File: src/rtl/prescale_pkg.sv
package prescale_pkg;
  localparam int ODD_SEL_W = 2;
  localparam int EXP_W     = 3;
  localparam int EN_BIT    = 7;
  localparam int RATIO_W   = ODD_SEL_W + 1 + (1 << EXP_W) - 1;

  typedef struct packed {
    logic [EXP_W-1:0]     exp;
    logic [ODD_SEL_W-1:0] sel;
  } div_fields_t;

  function automatic logic [RATIO_W-1:0] ratio_of(div_fields_t f);
    logic [RATIO_W-1:0] odd;
    odd = RATIO_W'({f.sel, 1'b1});
    return odd << f.exp;
  endfunction
endpackage

File: src/rtl/div_cfg_hold.sv
module div_cfg_hold
  import prescale_pkg::*;
(
  input  logic        clk,
  input  logic        rst_n,
  input  logic        en_i,
  input  div_fields_t fields_i,
  input  logic        tick_i,
  output logic        run_o,
  output div_fields_t active_o
);
  always_ff @(posedge clk or negedge rst_n) begin
    if (!rst_n) begin
      run_o    <= 1'b0;
      active_o <= '0;
    end else begin
      run_o <= en_i;
      if (!run_o || tick_i) active_o <= fields_i;
    end
  end

  AST_HOLD_MIDCOUNT: assert property (@(posedge clk) disable iff (!rst_n)
    (run_o && en_i && !tick_i) |=> $stable(active_o));
endmodule

File: src/rtl/odd_stage.sv
module odd_stage #(
  parameter int SEL_W = 2,
  localparam int CNT_W = SEL_W + 1
) (
  input  logic             clk,
  input  logic             rst_n,
  input  logic             clr_i,
  input  logic [SEL_W-1:0] sel_i,
  output logic             last_o
);
  logic [CNT_W-1:0] cnt_q;
  logic [CNT_W-1:0] top_val;

  assign top_val = {sel_i, 1'b0};
  assign last_o  = (cnt_q == top_val);

  always_ff @(posedge clk or negedge rst_n) begin
    if (!rst_n)      cnt_q <= '0;
    else if (clr_i)  cnt_q <= '0;
    else if (last_o) cnt_q <= '0;
    else             cnt_q <= cnt_q + 1'b1;
  end

  AST_ODD_IN_RANGE: assert property (@(posedge clk) disable iff (!rst_n)
    cnt_q <= top_val);
endmodule

File: src/rtl/pow2_stage.sv
module pow2_stage #(
  parameter int EXP_W = 3,
  localparam int CNT_W = (1 << EXP_W) - 1
) (
  input  logic             clk,
  input  logic             rst_n,
  input  logic             clr_i,
  input  logic             step_i,
  input  logic [EXP_W-1:0] exp_i,
  output logic             last_o,
  output logic             zero_o
);
  logic [CNT_W-1:0] cnt_q;
  logic [CNT_W-1:0] mask;

  assign mask   = ~({CNT_W{1'b1}} << exp_i);
  assign last_o = (cnt_q == mask);
  assign zero_o = (cnt_q == '0);

  always_ff @(posedge clk or negedge rst_n) begin
    if (!rst_n)      cnt_q <= '0;
    else if (clr_i)  cnt_q <= '0;
    else if (step_i) cnt_q <= last_o ? '0 : cnt_q + 1'b1;
  end

  AST_POW_IN_RANGE: assert property (@(posedge clk) disable iff (!rst_n)
    cnt_q <= mask);
endmodule

File: src/rtl/slot_tick_prescaler.sv
module slot_tick_prescaler
  import prescale_pkg::*;
(
  input  logic       clk,
  input  logic       rst_n,
  input  logic [7:0] div_cfg_i,
  output logic       tick_o
);
  logic        en;
  logic        run;
  logic        clr;
  logic        odd_last;
  logic        pow_last;
  logic        pow_zero;
  div_fields_t fields;
  div_fields_t active;

  assign en     = div_cfg_i[EN_BIT];
  assign fields = div_cfg_i[ODD_SEL_W+EXP_W-1:0];
  assign clr    = !run || !en;
  assign tick_o = run && en && odd_last && pow_last;

  div_cfg_hold u_hold (
    .clk      (clk),
    .rst_n    (rst_n),
    .en_i     (en),
    .fields_i (fields),
    .tick_i   (tick_o),
    .run_o    (run),
    .active_o (active)
  );

  odd_stage #(.SEL_W(ODD_SEL_W)) u_odd (
    .clk    (clk),
    .rst_n  (rst_n),
    .clr_i  (clr),
    .sel_i  (active.sel),
    .last_o (odd_last)
  );

  pow2_stage #(.EXP_W(EXP_W)) u_pow (
    .clk    (clk),
    .rst_n  (rst_n),
    .clr_i  (clr),
    .step_i (odd_last),
    .exp_i  (active.exp),
    .last_o (pow_last),
    .zero_o (pow_zero)
  );

  // Spacing monitor used only by the assertions below
  logic [RATIO_W-1:0] gap_q;
  logic               seen_q;
  always_ff @(posedge clk or negedge rst_n) begin
    if (!rst_n) begin
      gap_q  <= '0;
      seen_q <= 1'b0;
    end else if (!run) begin
      gap_q  <= '0;
      seen_q <= 1'b0;
    end else if (tick_o) begin
      gap_q  <= RATIO_W'(1);
      seen_q <= 1'b1;
    end else begin
      gap_q <= gap_q + 1'b1;
    end
  end

  AST_TICK_SPACING: assert property (@(posedge clk) disable iff (!rst_n)
    (tick_o && seen_q) |-> (gap_q == ratio_of(active)));
  AST_FIRST_TICK: assert property (@(posedge clk) disable iff (!rst_n)
    (tick_o && !seen_q) |-> (gap_q == ratio_of(active) - 1'b1));
  AST_RESTART_ZERO: assert property (@(posedge clk) disable iff (!rst_n)
    $rose(run) |-> pow_zero);
  AST_NO_TICK_STOPPED: assert property (@(posedge clk) disable iff (!rst_n)
    !run |-> !tick_o);
endmodule

File: config.mk
export PLATFORM = sky130hd
export DESIGN_NAME = slot_tick_prescaler
export DESIGN_NICKNAME = d
export VERILOG_FILES = /design/src/rtl/prescale_pkg.sv /design/src/rtl/div_cfg_hold.sv /design/src/rtl/odd_stage.sv /design/src/rtl/pow2_stage.sv /design/src/rtl/slot_tick_prescaler.sv
export SDC_FILE = /design/constraint.sdc
export NUM_CORES = 1
export LEC_CHECK = 0
export BUFFER_PORTS_ARGS = -buffer_cell sky130_fd_sc_hd__buf_2
export CAP_MARGIN = 15
export CORE_MARGIN = 3
export CORE_UTILIZATION = 51
export CTS_CLUSTER_DIAMETER = 150
export CTS_CLUSTER_SIZE = 12
export DETAILED_ROUTE_END_ITERATION = 16
export PLACE_DENSITY = 0.68
export SLEW_MARGIN = 25
export SYNTH_ARGS = -nofsm -noshare
export SYNTH_HDL_FRONTEND = slang
export SYNTH_HIERARCHICAL = 1
export SYNTH_SLANG_ARGS = --single-unit
File: constraint.sdc
create_clock -name clk -period 3.11 [get_ports clk]
set_clock_uncertainty 0.05 [all_clocks]
set_input_delay 0.4665 -clock clk [delete_from_list [all_inputs] [get_ports clk]]
set_output_delay 0.4665 -clock clk [all_outputs]
set_load 0.03 [all_outputs]
==> reports/metrics.cfg <==
[drt]
ant_nets = 0
vias_per_cell = 5.61
drt_iter0_drc = 3
vias = 685
drc = 0
wire_per_inst_um = 14.5
drtPass1Iterations = 3
routed_wl_mm = 1.77

[layout]
num-fill-cells = 150
multiInputGateArea_sq_um = 543
drive_above_1_share_pct = 25.8
seq_area_sq_um = 400
diodes = 0
areaGrowthSynthToFinish_pct = 7.35
stdcell_area_sq_um = 1060
fin_util_pct = 59.4
final_nets = 112
stdcell_count = 122

[critical_path]
critical-path-top-delay-family = simple AND/OR/NAND/NOR gates
critPathMaxStageDelay_ns = 0.49
path_max_fanout = 10
worst-path-buf-inv = 2
path_cells = nor4b_2 -> a221oi_2 -> a22o_1 -> a211oi_4 -> buf_4 -> and4_1 -> buf_2
cp_data_arrival_time_ns = 2.19
endpoint_kind = output port
cp-start-kind = flip-flop
crit_slowest_cell = dfrtp_1
rrSetupSlack_ns = 0.74
critical_path_class = reg2out
required_ns = 2.59

[power]
cellPowerDensity_nw_per_um2 = 380
vdd_drop_max_uv = 309
p_clk_share_pct = 26.0
p_int_mw = 0.293
switching_share_pct = 27.1
comb_power_share_pct = 16.4
p_leak_nw = 0.436
design_power_total_mw = 0.403
power_switching_mw = 0.109
power_frac_seq_pct = 57.6

[sta]
relSlewSlack_pct = 69.9
setup_viol = 0
finalHoldViolations = 0
finalCritPeriodShare_pct = 87.2
tightest_slew_ns = 0.450
finalSetupTns_ns = 0
clock.fmax_mhz = 369
period_needed_ns = 2.71
drv_slew = 0
rsz0062_at_grt = no

[placed_design]
place.gp.congestion = 0.759
dp_cells = 119
dp_hpwl_mm = 1.27
placed_cell_area_sq_um = 1040
io_buffers = 8

[grt]
grt_max_degree = 17
grt_pass1_wl_mm = 3.14
track_usage_pct = 16.6
antenna_found_initial = 0
grt_pass1_vias = 697
gr-total-overflow = 0

[clock_network]
cts.sinks = 16
cts_setup_buffers = 0
cts_tree = done
clkTransAtPathRegs_ns = 0.08
clock-root-buffer = clkbuf_4
cts_buffers = 3
postCtsHoldBufs = 0
htreeDepth = 1
clkLatencyLatePin_ns = 0.28
cts_resized = 0
clk_path_buf_depth = 2

[synth]
yosys_warnings = 6
synth.avg_cell_area_sq_um = 11.0
syn_nets = 103
netlist_area_sq_um = 987
syn-instance-count = 90

[job]
drv_cap = 0

[floorplanning]
die_w_um = 50.0
io_pins = 11
dieArea_sq_um = 2500
die_h_um = 50.0
start_util_pct = 55.4
core_sq_um = 1780
rows = 15

[hold_path]
worstHoldPathType = in2async

[outcome]
outcome = complete, no violations

## path summary, 6_finish.rpt
check                                        start                 end  depth (start not counted)
worst min-delay path                         rst_n  u_hold/active_o[2]                          1
min in group clk                      div_cfg_i[7]        u_hold/run_o                          1
worst max-delay path            u_hold/active_o[4]              tick_o                          7
worst max register to register  u_hold/active_o[4]  u_hold/active_o[0]                          8
worst min register to register      u_odd/cnt_q[0]      u_odd/cnt_q[0]                          1
max in group asynchronous                    rst_n      u_odd/cnt_q[2]                          1
## worst reg2reg max path, cell delays in order (launching register included)
cell,delay [ns]
dfrtp_1,0.49
nor4b_2,0.33
a221oi_2,0.06
a22o_1,0.27
a211oi_4,0.16
buf_4,0.19
and4_1,0.21
nand2b_4,0.19
mux2_4,0.31
## per-stage QoR
| stage | hold slack, ns | setup slack, ns |
|---|---|---|
| 2_1_floorplan | 0.121 | 0.621 |
| 3_3_place_gp | 0.350 | 0.752 |
| 3_5_place_dp | 0.342 | 0.704 |
| 4_1_cts | 0.0325 | 0.378 |
| 5_1_grt | 0.0314 | 0.285 |
| 6_report | 0.0287 | 0.399 |
## sequential cells by signal (all words and copies together), names as in the netlist
name             count
u_pow/cnt_q          7
u_hold/active_o      5
u_odd/cnt_q          3
u_hold/run_o         1
## power by group through the flow
stage | combinational [mW] | clock (mW) | sequential [mW]
2_1_floorplan | 0.0579 | 0 | 0.228
3_3_place_gp | 0.0628 | 0 | 0.236
3_5_place_dp | 0.0656 | 0 | 0.236
4_1_cts | 0.0666 | 0.110 | 0.232
5_1_grt | 0.0732 | 0.118 | 0.234
6_report | 0.0659 | 0.105 | 0.232
## layer usage
metal  track usage (%)  up-vias  share of wire [%]
li1                  -      342                  -
met1              21.1      332                 47
met2              26.7        7                 49
met3              4.53        4                2.8
met4              5.53        0               0.91
met5                 0        -                  0
## layout by cell type (no fill, tap or decap)
cell / n
a211oi_1: 5
a211oi_4: 1
a221oi_2: 1
a22o_1: 1
a311oi_1: 2
a311oi_2: 1
and3_1: 2
and3_2: 1
and4_1: 2
buf_2: 8
buf_4: 1
clkbuf_4: 3
dfrtp_1: 16
ha_1: 3
inv_1: 4
mux2_2: 1
mux2_4: 5
nand2_1: 7
nand2b_1: 3
nand2b_4: 1
nand3_1: 3
nand3b_1: 1
nor2_1: 7
nor4_1: 1
nor4b_2: 1
o211a_1: 1
o211ai_1: 1
o21a_1: 2
o21ai_0: 1
o22ai_1: 1
o32ai_1: 1
o32ai_2: 1
xnor2_1: 6
xor2_1: 2
## area by class of cell
type                            count  area share, %
Tap cell                           25           2.95
Sequential cell                    16           37.8
Inverter                            4           1.42
Clock buffer                        3           2.13
Multi-Input combinational cell     65           51.2
Timing Repair Buffer                9           4.49
(Power assumes the default switching activity.)
